`config.mk`:
```
export PLATFORM = sky130hd
export DESIGN_NAME = sext_shreg
export DESIGN_NICKNAME = d
export VERILOG_FILES = /design/src/rtl/sreg_pkg.sv /design/src/rtl/sreg_mode_dec.sv /design/src/rtl/sreg_next.sv /design/src/rtl/sreg_out_stage.sv /design/src/rtl/sext_shreg.sv
export SDC_FILE = /design/constraint.sdc
export NUM_CORES = 1
export LEC_CHECK = 0
export BUFFER_PORTS_ARGS = -buffer_cell sky130_fd_sc_hd__buf_2
export CAP_MARGIN = 15
export CORE_UTILIZATION = 30
export DETAILED_ROUTE_END_ITERATION = 8
export HOLD_SLACK_MARGIN = 0.06
export PLACE_DENSITY = 0.65
export SYNTH_ARGS = -nofsm -noshare
export SYNTH_HDL_FRONTEND = slang
export SYNTH_HIERARCHICAL = 1
export SYNTH_SLANG_ARGS = --single-unit
export TNS_END_PERCENT = 1
```
`constraint.sdc`:
```
create_clock -name clk -period 1.2 [get_ports clk]
set_clock_uncertainty 0.2 [all_clocks]
set_input_delay 0.06 -clock clk [delete_from_list [all_inputs] [get_ports clk]]
set_output_delay 0.06 -clock clk [all_outputs]
set_load 0.02 [all_outputs]
```
`src/rtl/sreg_pkg.sv`:
```
package sreg_pkg;
  typedef enum logic [1:0] {
    MODE_HOLD  = 2'd0,
    MODE_LOAD  = 2'd1,
    MODE_SHIFT = 2'd2,
    MODE_SEXT  = 2'd3
  } sreg_mode_e;
endpackage

```
`src/rtl/sreg_mode_dec.sv`:
```
module sreg_mode_dec
  import sreg_pkg::*;
(
  input  logic       reg_en_n,
  input  logic       ser_par,
  input  logic       fill_ser,
  output sreg_mode_e mode
);
  // Enable high wins; then serial/parallel; then fill selection.
  always_comb begin
    if (reg_en_n)      mode = MODE_HOLD;
    else if (!ser_par) mode = MODE_LOAD;
    else if (fill_ser) mode = MODE_SHIFT;
    else               mode = MODE_SEXT;
  end
endmodule

```
`src/rtl/sreg_next.sv`:
```
module sreg_next
  import sreg_pkg::*;
#(
  parameter int W = 8
) (
  input  sreg_mode_e     mode,
  input  logic [W-1:0]   q,
  input  logic [W-1:0]   pin,
  input  logic           ser_bit,
  output logic [W-1:0]   d
);
  localparam int TOP = W - 1;

  // One next-state mux per bit; the end bits differ in shift sources.
  for (genvar i = 0; i < W; i++) begin : g_bit
    if (i == 0) begin : g_low
      always_comb begin
        unique case (mode)
          MODE_LOAD:  d[i] = pin[i];
          MODE_SHIFT: d[i] = ser_bit;
          default:    d[i] = q[i];      // hold, sign extend
        endcase
      end
    end else if (i == TOP) begin : g_high
      always_comb begin
        unique case (mode)
          MODE_LOAD:  d[i] = pin[i];
          MODE_SHIFT: d[i] = q[i-1];
          default:    d[i] = q[i];      // hold, sign extend
        endcase
      end
    end else begin : g_mid
      always_comb begin
        unique case (mode)
          MODE_LOAD:  d[i] = pin[i];
          MODE_SHIFT,
          MODE_SEXT:  d[i] = q[i-1];
          default:    d[i] = q[i];
        endcase
      end
    end
  end
endmodule

```
`src/rtl/sreg_out_stage.sv`:
```
module sreg_out_stage #(
  parameter int W = 8
) (
  input  logic         oe_n,
  input  logic         ser_par,
  input  logic         reg_en_n,
  input  logic [W-1:0] q,
  output logic [W-1:0] pdata_o,
  output logic         pdrive,
  output logic         sout
);
  logic load_cycle;

  // The bus turns around only when a parallel load is actually selected.
  assign load_cycle = !reg_en_n && !ser_par;
  assign pdrive     = !oe_n && !load_cycle;
  assign pdata_o    = pdrive ? q : '0;
  assign sout       = q[W-1];
endmodule

```
`src/rtl/sext_shreg.sv`:
```
module sext_shreg
  import sreg_pkg::*;
#(
  parameter int W = 8
) (
  input  logic         clk,
  input  logic         rst_n,
  input  logic         reg_en_n,
  input  logic         ser_par,
  input  logic         fill_ser,
  input  logic         sin_sel,
  input  logic         sin0,
  input  logic         sin1,
  input  logic         oe_n,
  input  logic [W-1:0] pdata_i,
  output logic [W-1:0] pdata_o,
  output logic         pdrive,
  output logic         sout
);
  sreg_mode_e   mode;
  logic         ser_bit;
  logic [W-1:0] q_r;
  logic [W-1:0] q_nxt;

  assign ser_bit = sin_sel ? sin1 : sin0;

  sreg_mode_dec u_dec (
    .reg_en_n (reg_en_n),
    .ser_par  (ser_par),
    .fill_ser (fill_ser),
    .mode     (mode)
  );

  sreg_next #(.W(W)) u_next (
    .mode    (mode),
    .q       (q_r),
    .pin     (pdata_i),
    .ser_bit (ser_bit),
    .d       (q_nxt)
  );

  always_ff @(posedge clk or negedge rst_n) begin
    if (!rst_n) q_r <= '0;
    else        q_r <= q_nxt;
  end

  sreg_out_stage #(.W(W)) u_out (
    .oe_n     (oe_n),
    .ser_par  (ser_par),
    .reg_en_n (reg_en_n),
    .q        (q_r),
    .pdata_o  (pdata_o),
    .pdrive   (pdrive),
    .sout     (sout)
  );
endmodule

```
==> results of run 1 <==
critical path, stage by stage (launching register included):
cell	delay, ns
dfrtp_1	0.39
and2_1	0.15
buf_2	0.16
where the power goes:
group / leakage [nW] / internal [mW] / switching [mW]
Sequential: 0.103 / 0.307 / 0.0260
Combinational: 0.288 / 0.127 / 0.122
Clock: 0.0138 / 0.114 / 0.0878
Total: 0.405 / 0.548 / 0.236
worst max path at each step:
stage | endpoint | startpoint | cells after the start | slack, ns
finish | pdata_o[3] | q_r[3]$_DFF_PN0_ | 2 | -0.005
global route | pdata_o[3] | q_r[3]$_DFF_PN0_ | 2 | -0.04
CTS | pdata_o[0] | q_r[0]$_DFF_PN0_ | 2 | -0.0003
detailed placement | q_r[1]$_DFF_PN0_ | reg_en_n | 6 | -0.14
global placement | q_r[0]$_DFF_PN0_ | reg_en_n | 5 | -0.09
floorplan | q_r[1]$_DFF_PN0_ | ser_par | 6 | 0.04
layer usage:
metal  GRT usage, %  part of all wire, %  vias up
met5              0                    0        -
met4          9.375                  1.9        0
met3          5.172                  5.7        5
met2          23.38                   48       16
met1          18.98                   44      245
li1               -                    -      264
layout by cell type, fill, tap and decap left out, drive strengths merged, types with 2 or more instances in the layout:
master	n
a21oi	3
a22oi	8
and2	8
buf	30
clkbuf	3
dfrtp	8
dlygate4sd3	10
ha	3
inv	2
nand2	6
nor2	2
o21ai	6
timing repair:
| action | in CTS | in global routing |
|---|---|---|
| endpoints found under the hold margin | 16 | 0 |
| gates resized for setup | 2 | 0 |
| setup endpoints to repair | 2 | 8 |
| hold buffers | 10 | 0 |
| setup buffers | 0 | 1 |
cell families after synthesis:
group | synth area share (%)
buffers and inverters | 6.329
AND/OR/NAND/NOR | 17.98
adder cells (fa/ha/maj) | 7.596
multiplexers | 3.037
flip-flops | 40.51
AO/OA/AOI/OAI | 24.56
cell type report:
class                      instances  area, sq um  share of cell area [%]
timing repair buffer              40        266.5                   33.86
multi-input combinational         39        270.3                   34.34
tap                               16        20.02                   2.544
sequential                         8        200.2                   25.44
inverter                           2        7.507                  0.9539
clock buffer                       3        22.52                   2.862
stage by stage:
stage / util, % / power, mW / instance area, sq um / setup slack, ns / instances
floorplan: - / 0.4764 / 501.7 / 0.03799 / 52
global placement: 42.69 / 0.5484 / 650.6 / -0.08624 / 94
detailed placement: 42.69 / 0.5496 / 650.6 / -0.1365 / 94
CTS: 51.15 / 0.7873 / 779.5 / -0.0002794 / 107
global route: 51.64 / 0.8415 / 787.0 / -0.03500 / 108
finish: 51.64 / 0.7840 / 787.0 / -0.005204 / 108
==> metrics.yaml, run 1 <==
run_status:
  status: "complete, but fails checks"
  violations: "negative setup slack"
place:
  numPortBuffers: 26
  dp_hpwl_microns: 870.8
  place.gp.congestion: 0.7074
synth:
  seq_area_frac_synth_pct: 40.51
  ys_top_cells_by_count: "8 x a22oi_1, 8 x dfrtp_1, 7 x and2_1"
  async_flop_share_pct: 100.0
  synth-seq-cells: 8
  yosys-top-cells-area: "dfrtp_1 41%, a22oi_1 12%, and2_1 8.9%"
  yosysTopAreaCellShare_pct: 40.51
  yosysWarnings: 6
  synth.avg_cell_area_sq_um: 9.504
  ys_types: 16
  synth_fp_nets: 72
  synth_edf_count: 0
  synth_top_area_cell: "dfrtp_1"
  synth_top_flop_cell: "dfrtp_1"
  syn_area_sq_um: 494.2
  netlist_instances: 52
detailed_routing:
  dr.pass1.iters: 4
  wirelength_microns: 1227
  ant_nets: 0
  drc: 0
  drtIter0Drc: 6
  dr_total_vias: 530
  wl_per_cell_microns: 11.36
  vias_per_cell: 4.907
clock_tree:
  cts_buffer_depth: 2
  root_buffer: "clkbuf_4"
  clock-sinks: 8
  cts_buffers: 3
  htree_num_levels: 1
  path_clk_slew_ns: 0.05
  clock_latency_ns: 0.25
  cts_tree: "built"
power_and_ir_drop:
  powerDensity_mw_per_mm2: 996.2
  p_leak_nw: 0.4050
  irDropWorstVdd_v: 0.0004750
die:
  die_area_sq_mm: 0.001814
  io_pins: 27
  rows: 14
  die-width_microns: 42.59
  core_sq_mm: 0.001524
  die_h_microns: 42.59
  initial_utilization_pct: 32.43
grt:
  grt_max_degree: 13
  grt_pass1_vias: 479
  grt_usage_pct: 15.52
  grt_first_pass_wirelength_microns: 2035
  antenna_found_initial: 0
  grt.overflow.total: 0
timing:
  fmax_mhz: 829.7
  setup_tns_ns: -0.005204
  drv_slew: 0
  period_share_pct: 100.4
  fin_crit_ns: 1.205
  worst_slack_ns: -0.005204
  setup_viol: 1
  worst_slew_pin_slew_ns: 0.3960
  rsz0062_at_grt: "yes"
  finalHoldViolCount: 0
  relSlewSlack_pct: 73.60
  whs_ns: 0.06035
run:
  drv_cap: 0
worst_hold_path:
  worstHoldStart: "sin0"
  hold_depth: 4
  min_to: "q_r[0]$_DFF_PN0_"
  hp-class: "in -> reg"
worst_setup_path:
  r2r-end: "q_r[7]$_DFF_PN0_"
  path_class: "reg -> out"
  ff2ff_path_depth: 3
  r2r_slack_ns: 0.10
  endpoint_kind: "primary output"
  worstPathArrival_ns: 0.95
  r2r-start: "q_r[6]$_DFF_PN0_"
  startpoint_type: "flop"
  cp_max_fo: 3
  required_ns: 0.94
finish:
  reg.largest.list: "q_r x8"
  synthToLayoutAreaGrowth_pct: 59.24
  drive_gt1_share_pct: 40.22
  largest_reg_flops: 8
  largest_register: "q_r"
  n_antenna_cell: 0
  fillers: 152
  final_nets: 114
Power figures use the tool's default switching activity.
==> inputs of run 2 (changes only) <==
--- a/config.mk
+++ b/config.mk
@@ -8,9 +8,11 @@
 export BUFFER_PORTS_ARGS = -buffer_cell sky130_fd_sc_hd__buf_2
 export CAP_MARGIN = 15
 export CORE_UTILIZATION = 30
+export CTS_BUF_LIST = sky130_fd_sc_hd__clkbuf_16
 export DETAILED_ROUTE_END_ITERATION = 8
 export HOLD_SLACK_MARGIN = 0.06
 export PLACE_DENSITY = 0.65
+export SETUP_SLACK_MARGIN = 0.5
 export SYNTH_ARGS = -nofsm -noshare
 export SYNTH_HDL_FRONTEND = slang
 export SYNTH_HIERARCHICAL = 1
==> run 2 against run 1 <==
Net effect: the run ends with negative hold slack left; global-route usage increased by 1.3 points; utilization increased by 5.6 points; non-clock buffer count decreased by 1; fmax increased by 5.0%; power increased by 54%; clock-buffer cell count unchanged; critical path depth increased by 1; cell count decreased by 0.93%; wire length increased by 15%; hold slack got worse by 0.14 ns; critical path type is now reg -> reg; largest cell class unchanged.
==> metrics.yaml, run 2 (synthesized netlist as in run 1, its figures left out) <==
clock_tree:
  path_clk_slew_ns: 0.04  # was 0.05 ns
  cts_buffers: 3  # unchanged
  cts_buffer_depth: 2  # unchanged
  clock_latency_ns: 0.23  # was 0.25 ns
  htree_num_levels: 1  # unchanged
  root_buffer: "clkbuf_16"  # was clkbuf_4
  cts_tree: "built"  # unchanged
  ctsHoldBuffers: 1  # was 10
  clock-sinks: 8  # unchanged
worst_setup_path:
  cp_cell_sequence: "buf_4 > a22oi_2 > a21oi_1"  # was and2_1 > buf_2
  startpoint_type: "flop"  # unchanged
  cp_max_fo: 2  # was 3
  worstPathArrival_ns: 1.05  # was 0.95 ns
  max_stage_delay_ns: 0.37  # was 0.39 ns
  endpoint_kind: "flop"  # was primary output
  critPathSlowestCell: "dfrtp_1"  # unchanged
  required_ns: 1.10  # was 0.94 ns
  path_class: "reg -> reg"  # was reg -> out
power_and_ir_drop:
  seqPwrFrac_pct: 27.0  # was 42.4%
  p_leak_nw: 0.4381  # was 0.4050 nW
  irDropWorstVdd_v: 0.001059  # was 0.0004750 V
  netSwitchingFraction_pct: 24.98  # was 30.13%
  powerDensity_mw_per_mm2: 1389  # was 996.2 mW/mm^2
  clock_power_share_pct: 46.5  # was 25.8%
  netSwitchingPower_uw: 302.5  # was 236.3 uW
  power_frac_comb_pct: 26.6  # was 31.8%
  p_int_uw: 908.7  # was 547.8 uW
finish:
  design_area_sq_um: 872.1  # was 787.0 sq um
  final_nets: 113  # was 114
  final_cell_mix: "18 x buf_2, 13 x buf_4, 8 x dfrtp_1"  # was 25 x buf_2, 10 x dlygate4sd3_1, 8 x dfrtp_1, 8 x a22oi_1, 7 x and2_1
  utilization_pct: 57.23  # was 51.64%
  fillers: 141  # was 152
  synthToLayoutAreaGrowth_pct: 76.46  # was 59.24%
  largest_register: "q_r"  # unchanged
  largest_reg_flops: 8  # unchanged
  multi_input_area_sq_um: 292.8  # was 270.3 sq um
  layout_commonest_cell: "buf_2"  # unchanged
  final_cell_count_no_fill: 107  # was 108
  regArea_sq_um: 200.2  # unchanged
  n_antenna_cell: 0  # unchanged
  reg.largest.list: "q_r x8"  # unchanged
  drive_gt1_share_pct: 57.14  # was 40.22%
grt:
  grt_max_degree: 13  # unchanged
  grt.overflow.total: 0  # unchanged
  antenna_found_initial: 0  # unchanged
  grt_first_pass_wirelength_microns: 2118  # was 2035 microns
  grt_usage_pct: 16.86  # was 15.52%
  grt_pass1_vias: 494  # was 479
timing:
  period_share_pct: 95.64  # was 100.4%
  finalHoldViolCount: 8  # was 0
  worst_slew_pin_slew_ns: 0.3789  # was 0.3960 ns
  relSlewSlack_pct: 74.74  # was 73.60%
  worst_slack_ns: 0.05236  # was -0.005204 ns
  drv_slew: 0  # unchanged
  rsz0062_at_grt: "yes"  # unchanged
  fmax_mhz: 871.4  # was 829.7 MHz
  setup_viol: 0  # was 1
  setup_tns_ns: 0  # was -0.005204 ns
  whs_ns: -0.08316  # was 0.06035 ns
  fin_crit_ns: 1.148  # was 1.205 ns
place:
  placed_cell_area_sq_um: 675.6  # was 650.6 sq um
  pre_cts_ws_ns: -0.09016  # was -0.1365 ns
  dp_cells: 95  # was 94
  place.gp.congestion: 0.7558  # was 0.7074
  dp_hpwl_microns: 913  # was 870.8 microns
  numPortBuffers: 26  # unchanged
detailed_routing:
  drc: 0  # unchanged
  dr_total_vias: 527  # was 530
  vias_per_cell: 4.925  # was 4.907
  drtIter0Drc: 17  # was 6
  wirelength_microns: 1409  # was 1227 microns
  wl_per_cell_microns: 13.17  # was 11.36 microns
  ant_nets: 0  # unchanged
  dr.pass1.iters: 4  # unchanged
die:
  rows: 14  # unchanged
  initial_utilization_pct: 32.43  # unchanged
  die_h_microns: 42.59  # unchanged
  die_area_sq_mm: 0.001814  # unchanged
  io_pins: 27  # unchanged
  die-width_microns: 42.59  # unchanged
  core_sq_mm: 0.001524  # unchanged
run_status:
  status: "complete, but fails checks"  # unchanged
  violations: "negative hold slack"  # was negative setup slack
worst_hold_path:
  hp-class: "in -> reg"  # unchanged
run:
  drv_cap: 0  # unchanged
run 2: what timing repair did:
| item | in CTS | in global routing |
|---|---|---|
| endpoints found under the setup margin | 18 | 18 |
| resized for setup | 14 | 3 |
| buffers inserted | 8 | 0 |
| endpoints found under the hold margin | 16 | 16 |
| pin swaps | 0 | 0 |
run 2: path summary, 6_finish.rpt:
kind / startpoint / endpoint / slack [ns] / cells after the start
worst max-delay path: q_r[6]$_DFF_PN0_ / q_r[7]$_DFF_PN0_ / 0.05 / 3
worst min-delay path: pdata_i[3] / q_r[3]$_DFF_PN0_ / -0.08 / 3
worst max register to register: q_r[6]$_DFF_PN0_ / q_r[7]$_DFF_PN0_ / 0.05 / 3
worst min register to register: q_r[1]$_DFF_PN0_ / q_r[1]$_DFF_PN0_ / 0.39 / 3
max in group asynchronous: rst_n / q_r[7]$_DFF_PN0_ / 0.61 / 2
min in group asynchronous: rst_n / q_r[3]$_DFF_PN0_ / 0.02 / 2
run 2: per-stage QoR:
stage	hold slack [ns]	total power, mW
2_1_floorplan	-0.4356	0.4849
3_3_place_gp	-0.2877	0.5598
3_5_place_dp	-0.2798	0.5646
4_1_cts	-0.09625	1.210
5_1_grt	-0.08482	1.267
6_report	-0.08316	1.211
run 2: cell type report:
class / instances / area share, %
clock buffer: 3 / 8.608
sequential: 8 / 22.96
tap: 16 / 2.296
inverter: 2 / 0.8608
timing repair buffer: 39 / 31.71
multi-input combinational: 39 / 33.57
run 2: worst max-delay path: cells and delay by family, from the launching register on:
family          cells  cell delay [ns]
compound gates      2             0.31
buf+inv             1             0.14
flops               1             0.37
run 2: per-layer routing:
layer / part of all wire [%] / track usage (%) / wire [microns] / up-vias
met4: 2.4 / 11.25 / 34 / 0
li1: - / - / - / 261
met1: 41 / 18.98 / 571 / 242
met3: 5.0 / 5.172 / 70 / 4
met2: 52 / 27.08 / 733 / 20
met5: 0 / 0 / 0 / -
run 2: power by group through the flow:
stage	Clock [mW]	Combinational [mW]	Sequential [mW]
floorplan	0	0.153	0.331
global placement	0	0.222	0.338
detailed placement	0	0.226	0.338
CTS	0.569	0.316	0.325
global route	0.593	0.343	0.331
finish	0.563	0.322	0.327
==> inputs of run 3 (changes only) <==
==> constraint.sdc (replaced) <==
create_clock -name clk -period 1.3 [get_ports clk]
set_clock_uncertainty 0.2 [all_clocks]
set_input_delay 0.065 -clock clk [delete_from_list [all_inputs] [get_ports clk]]
set_output_delay 0.065 -clock clk [all_outputs]
set_load 0.02 [all_outputs]
==> run 3 against run 2 <==
Net effect: the flow still finishes with violations (negative hold slack); global-route usage increased by 0.46 points; sequential power decreased by 8.0%; register-to-register slack improved by 0.12 ns; wire length decreased by 2.5%; via count decreased by 1.7%; sequential cell count unchanged; worst setup slack improved by 0.10 ns; critical path depth decreased by 1; hold slack got worse by 0.0041 ns; sequential share of layout area increased by 0.23 points; cell area decreased by 1.0%; power decreased by 8.9%; critical endpoint is now pdata_o[3]; largest cell class unchanged.
==> metrics.yaml, run 3 (synthesized netlist as in run 1, its figures left out) <==
run_status:
  status: "complete, but fails checks"  # unchanged
  violations: "negative hold slack"  # unchanged
timing:
  setup_tns_ns: 0  # unchanged
  setup_viol: 0  # unchanged
  fmax_mhz: 874.5
  worst_slack_ns: 0.1565  # was 0.05236 ns
  drv_slew: 0  # unchanged
  period_share_pct: 87.96
  finalHoldViolCount: 8  # unchanged
  whs_ns: -0.08725  # was -0.08316 ns
  fin_crit_ns: 1.144
  relSlewSlack_pct: 74.17  # was 74.74%
  rsz0062_at_grt: "yes"  # unchanged
  worst_slew_pin_slew_ns: 0.3875  # was 0.3789 ns
finish:
  drive_gt1_share_pct: 57.95  # was 57.14%
  utilization_pct: 56.65  # was 57.23%
  reg.largest.list: "q_r x8"  # unchanged
  largest_register: "q_r"  # unchanged
  layout_commonest_cell: "buf_2"  # unchanged
  final_nets: 110  # was 113
  final_cell_mix: "19 x buf_2, 9 x buf_4, 8 x dfrtp_1"  # was 18 x buf_2, 13 x buf_4, 8 x dfrtp_1
  synthToLayoutAreaGrowth_pct: 74.68  # was 76.46%
  largest_reg_flops: 8  # unchanged
  final_cell_count_no_fill: 104  # was 107
  n_antenna_cell: 0  # unchanged
  fillers: 143  # was 141
worst_hold_path:
  worstHoldStart: "pdata_i[4]"  # was pdata_i[3]
  min_to: "q_r[4]$_DFF_PN0_"  # was q_r[3]$_DFF_PN0_
  hp-class: "in -> reg"  # unchanged
  hold_depth: 3  # unchanged
worst_setup_path:
  critical_path.top_delay_family: "flip-flops"  # unchanged
  cp.depth: 2  # was 3
  required_ns: 1.03  # was 1.10 ns
  path_class: "reg -> out"  # was reg -> reg
  r2r_slack_ns: 0.17  # was 0.05 ns
  worstPathArrival_ns: 0.88  # was 1.05 ns
  critPathSlowestCell: "dfrtp_1"  # unchanged
  worst-path-buf-inv: 1  # unchanged
  cp_max_fo: 2  # unchanged
  ff2ff_path_depth: 3  # unchanged
  r2r-start: "q_r[2]$_DFF_PN0_"  # was q_r[6]$_DFF_PN0_
  max_stage_delay_ns: 0.38  # was 0.37 ns
  startpoint_type: "flop"  # unchanged
  endpoint_kind: "primary output"  # was flop
  cp_cell_sequence: "and2_4 > buf_6"  # was buf_4 > a22oi_2 > a21oi_1
  r2r-end: "q_r[3]$_DFF_PN0_"  # was q_r[7]$_DFF_PN0_
clock_tree:
  ctsHoldBuffers: 1  # unchanged
  root_buffer: "clkbuf_16"  # unchanged
  cts_tree: "built"  # unchanged
  clock_latency_ns: 0.23  # about the same
  clock-sinks: 8  # unchanged
  cts_buffer_depth: 2  # unchanged
  htree_num_levels: 1  # unchanged
  cts_buffers: 3  # unchanged
  path_clk_slew_ns: 0.04  # about the same
grt:
  grt_first_pass_wirelength_microns: 2249  # was 2118 microns
  grt_usage_pct: 17.32  # was 16.86%
  grt_max_degree: 13  # unchanged
  grt.overflow.total: 0  # unchanged
  grt_pass1_vias: 533  # was 494
  antenna_found_initial: 0  # unchanged
die:
  die_h_microns: 42.59  # unchanged
  initial_utilization_pct: 32.43  # unchanged
  io_pins: 27  # unchanged
  core_sq_mm: 0.001524  # unchanged
  rows: 14  # unchanged
  die-width_microns: 42.59  # unchanged
  die_area_sq_mm: 0.001814  # unchanged
place:
  place.gp.congestion: 0.7533  # was 0.7558
  dp_hpwl_microns: 898.7  # was 913 microns
  dp_cells: 93  # was 95
  pre_cts_ws_ns: -0.01179  # was -0.09016 ns
  numPortBuffers: 26  # unchanged
detailed_routing:
  wirelength_microns: 1374  # was 1409 microns
  wl_per_cell_microns: 13.21  # was 13.17 microns
  drc: 0  # unchanged
  vias_per_cell: 4.981  # was 4.925
  drtIter0Drc: 10  # was 17
  ant_nets: 0  # unchanged
  dr.pass1.iters: 3  # was 4
  dr_total_vias: 518  # was 527
power_and_ir_drop:
  finalPower_mw: 1.104  # was 1.211 mW
  p_leak_nw: 0.4271  # was 0.4381 nW
  powerDensity_mw_per_mm2: 1279  # was 1389 mW/mm^2
  irDropWorstVdd_v: 0.0006492  # was 0.001059 V
run:
  drv_cap: 0  # unchanged
-- run 3: worst max-delay path by stage --
stage	start	to	slack, ns
floorplan	ser_par	q_r[2]$_DFF_PN0_	0.16
global placement	reg_en_n	q_r[1]$_DFF_PN0_	0.01
detailed placement	reg_en_n	q_r[6]$_DFF_PN0_	-0.01
CTS	q_r[7]$_DFF_PN0_	pdata_o[7]	0.15
global route	q_r[6]$_DFF_PN0_	q_r[7]$_DFF_PN0_	0.13
finish	q_r[3]$_DFF_PN0_	pdata_o[3]	0.16
-- run 3: tightest hold or removal path, stage by stage --
cell     delay [ns]
buf_2          0.08
a22oi_1        0.05
o21ai_1        0.11
-- run 3: metal layers --
layer	up-vias	routed length, microns	global-route usage [%]	part of all wire [%]
met4	0	23	11.25	1.7
li1	254	-	-	-
met3	4	82	6.034	6.0
met5	-	0	0	0
met2	17	705	28.31	51
met1	243	562	18.77	41
-- run 3: where the power goes --
part	leakage, nW	switching, mW	internal (mW)
clock	0.0370	0.117	0.396
combinational	0.287	0.138	0.151
sequential	0.103	0.0176	0.284
total	0.427	0.273	0.831
-- run 3: repair_timing --
item                                   CTS  global route
buffers inserted                         7             0
gates resized for setup                  9            10
endpoints found under the hold margin   16            16
setup endpoints to repair               18            18
-- run 3: area by class of cell --
cell class | count | area [sq um] | share of cell area [%]
sequential | 8 | 200.2 | 23.19
inverter | 2 | 7.507 | 0.8696
tap | 16 | 20.02 | 2.319
multi-input combinational | 39 | 309.0 | 35.80
timing repair buffer | 36 | 251.5 | 29.13
clock buffer | 3 | 75.07 | 8.696
-- run 3: stage by stage --
stage               cell area [sq um]  hold slack, ns
CTS                             825.8        -0.09130
global route                    863.3        -0.08021
global placement                660.6         -0.2827
floorplan                       519.2         -0.4306
finish                          863.3        -0.08725
detailed placement              660.6         -0.2741
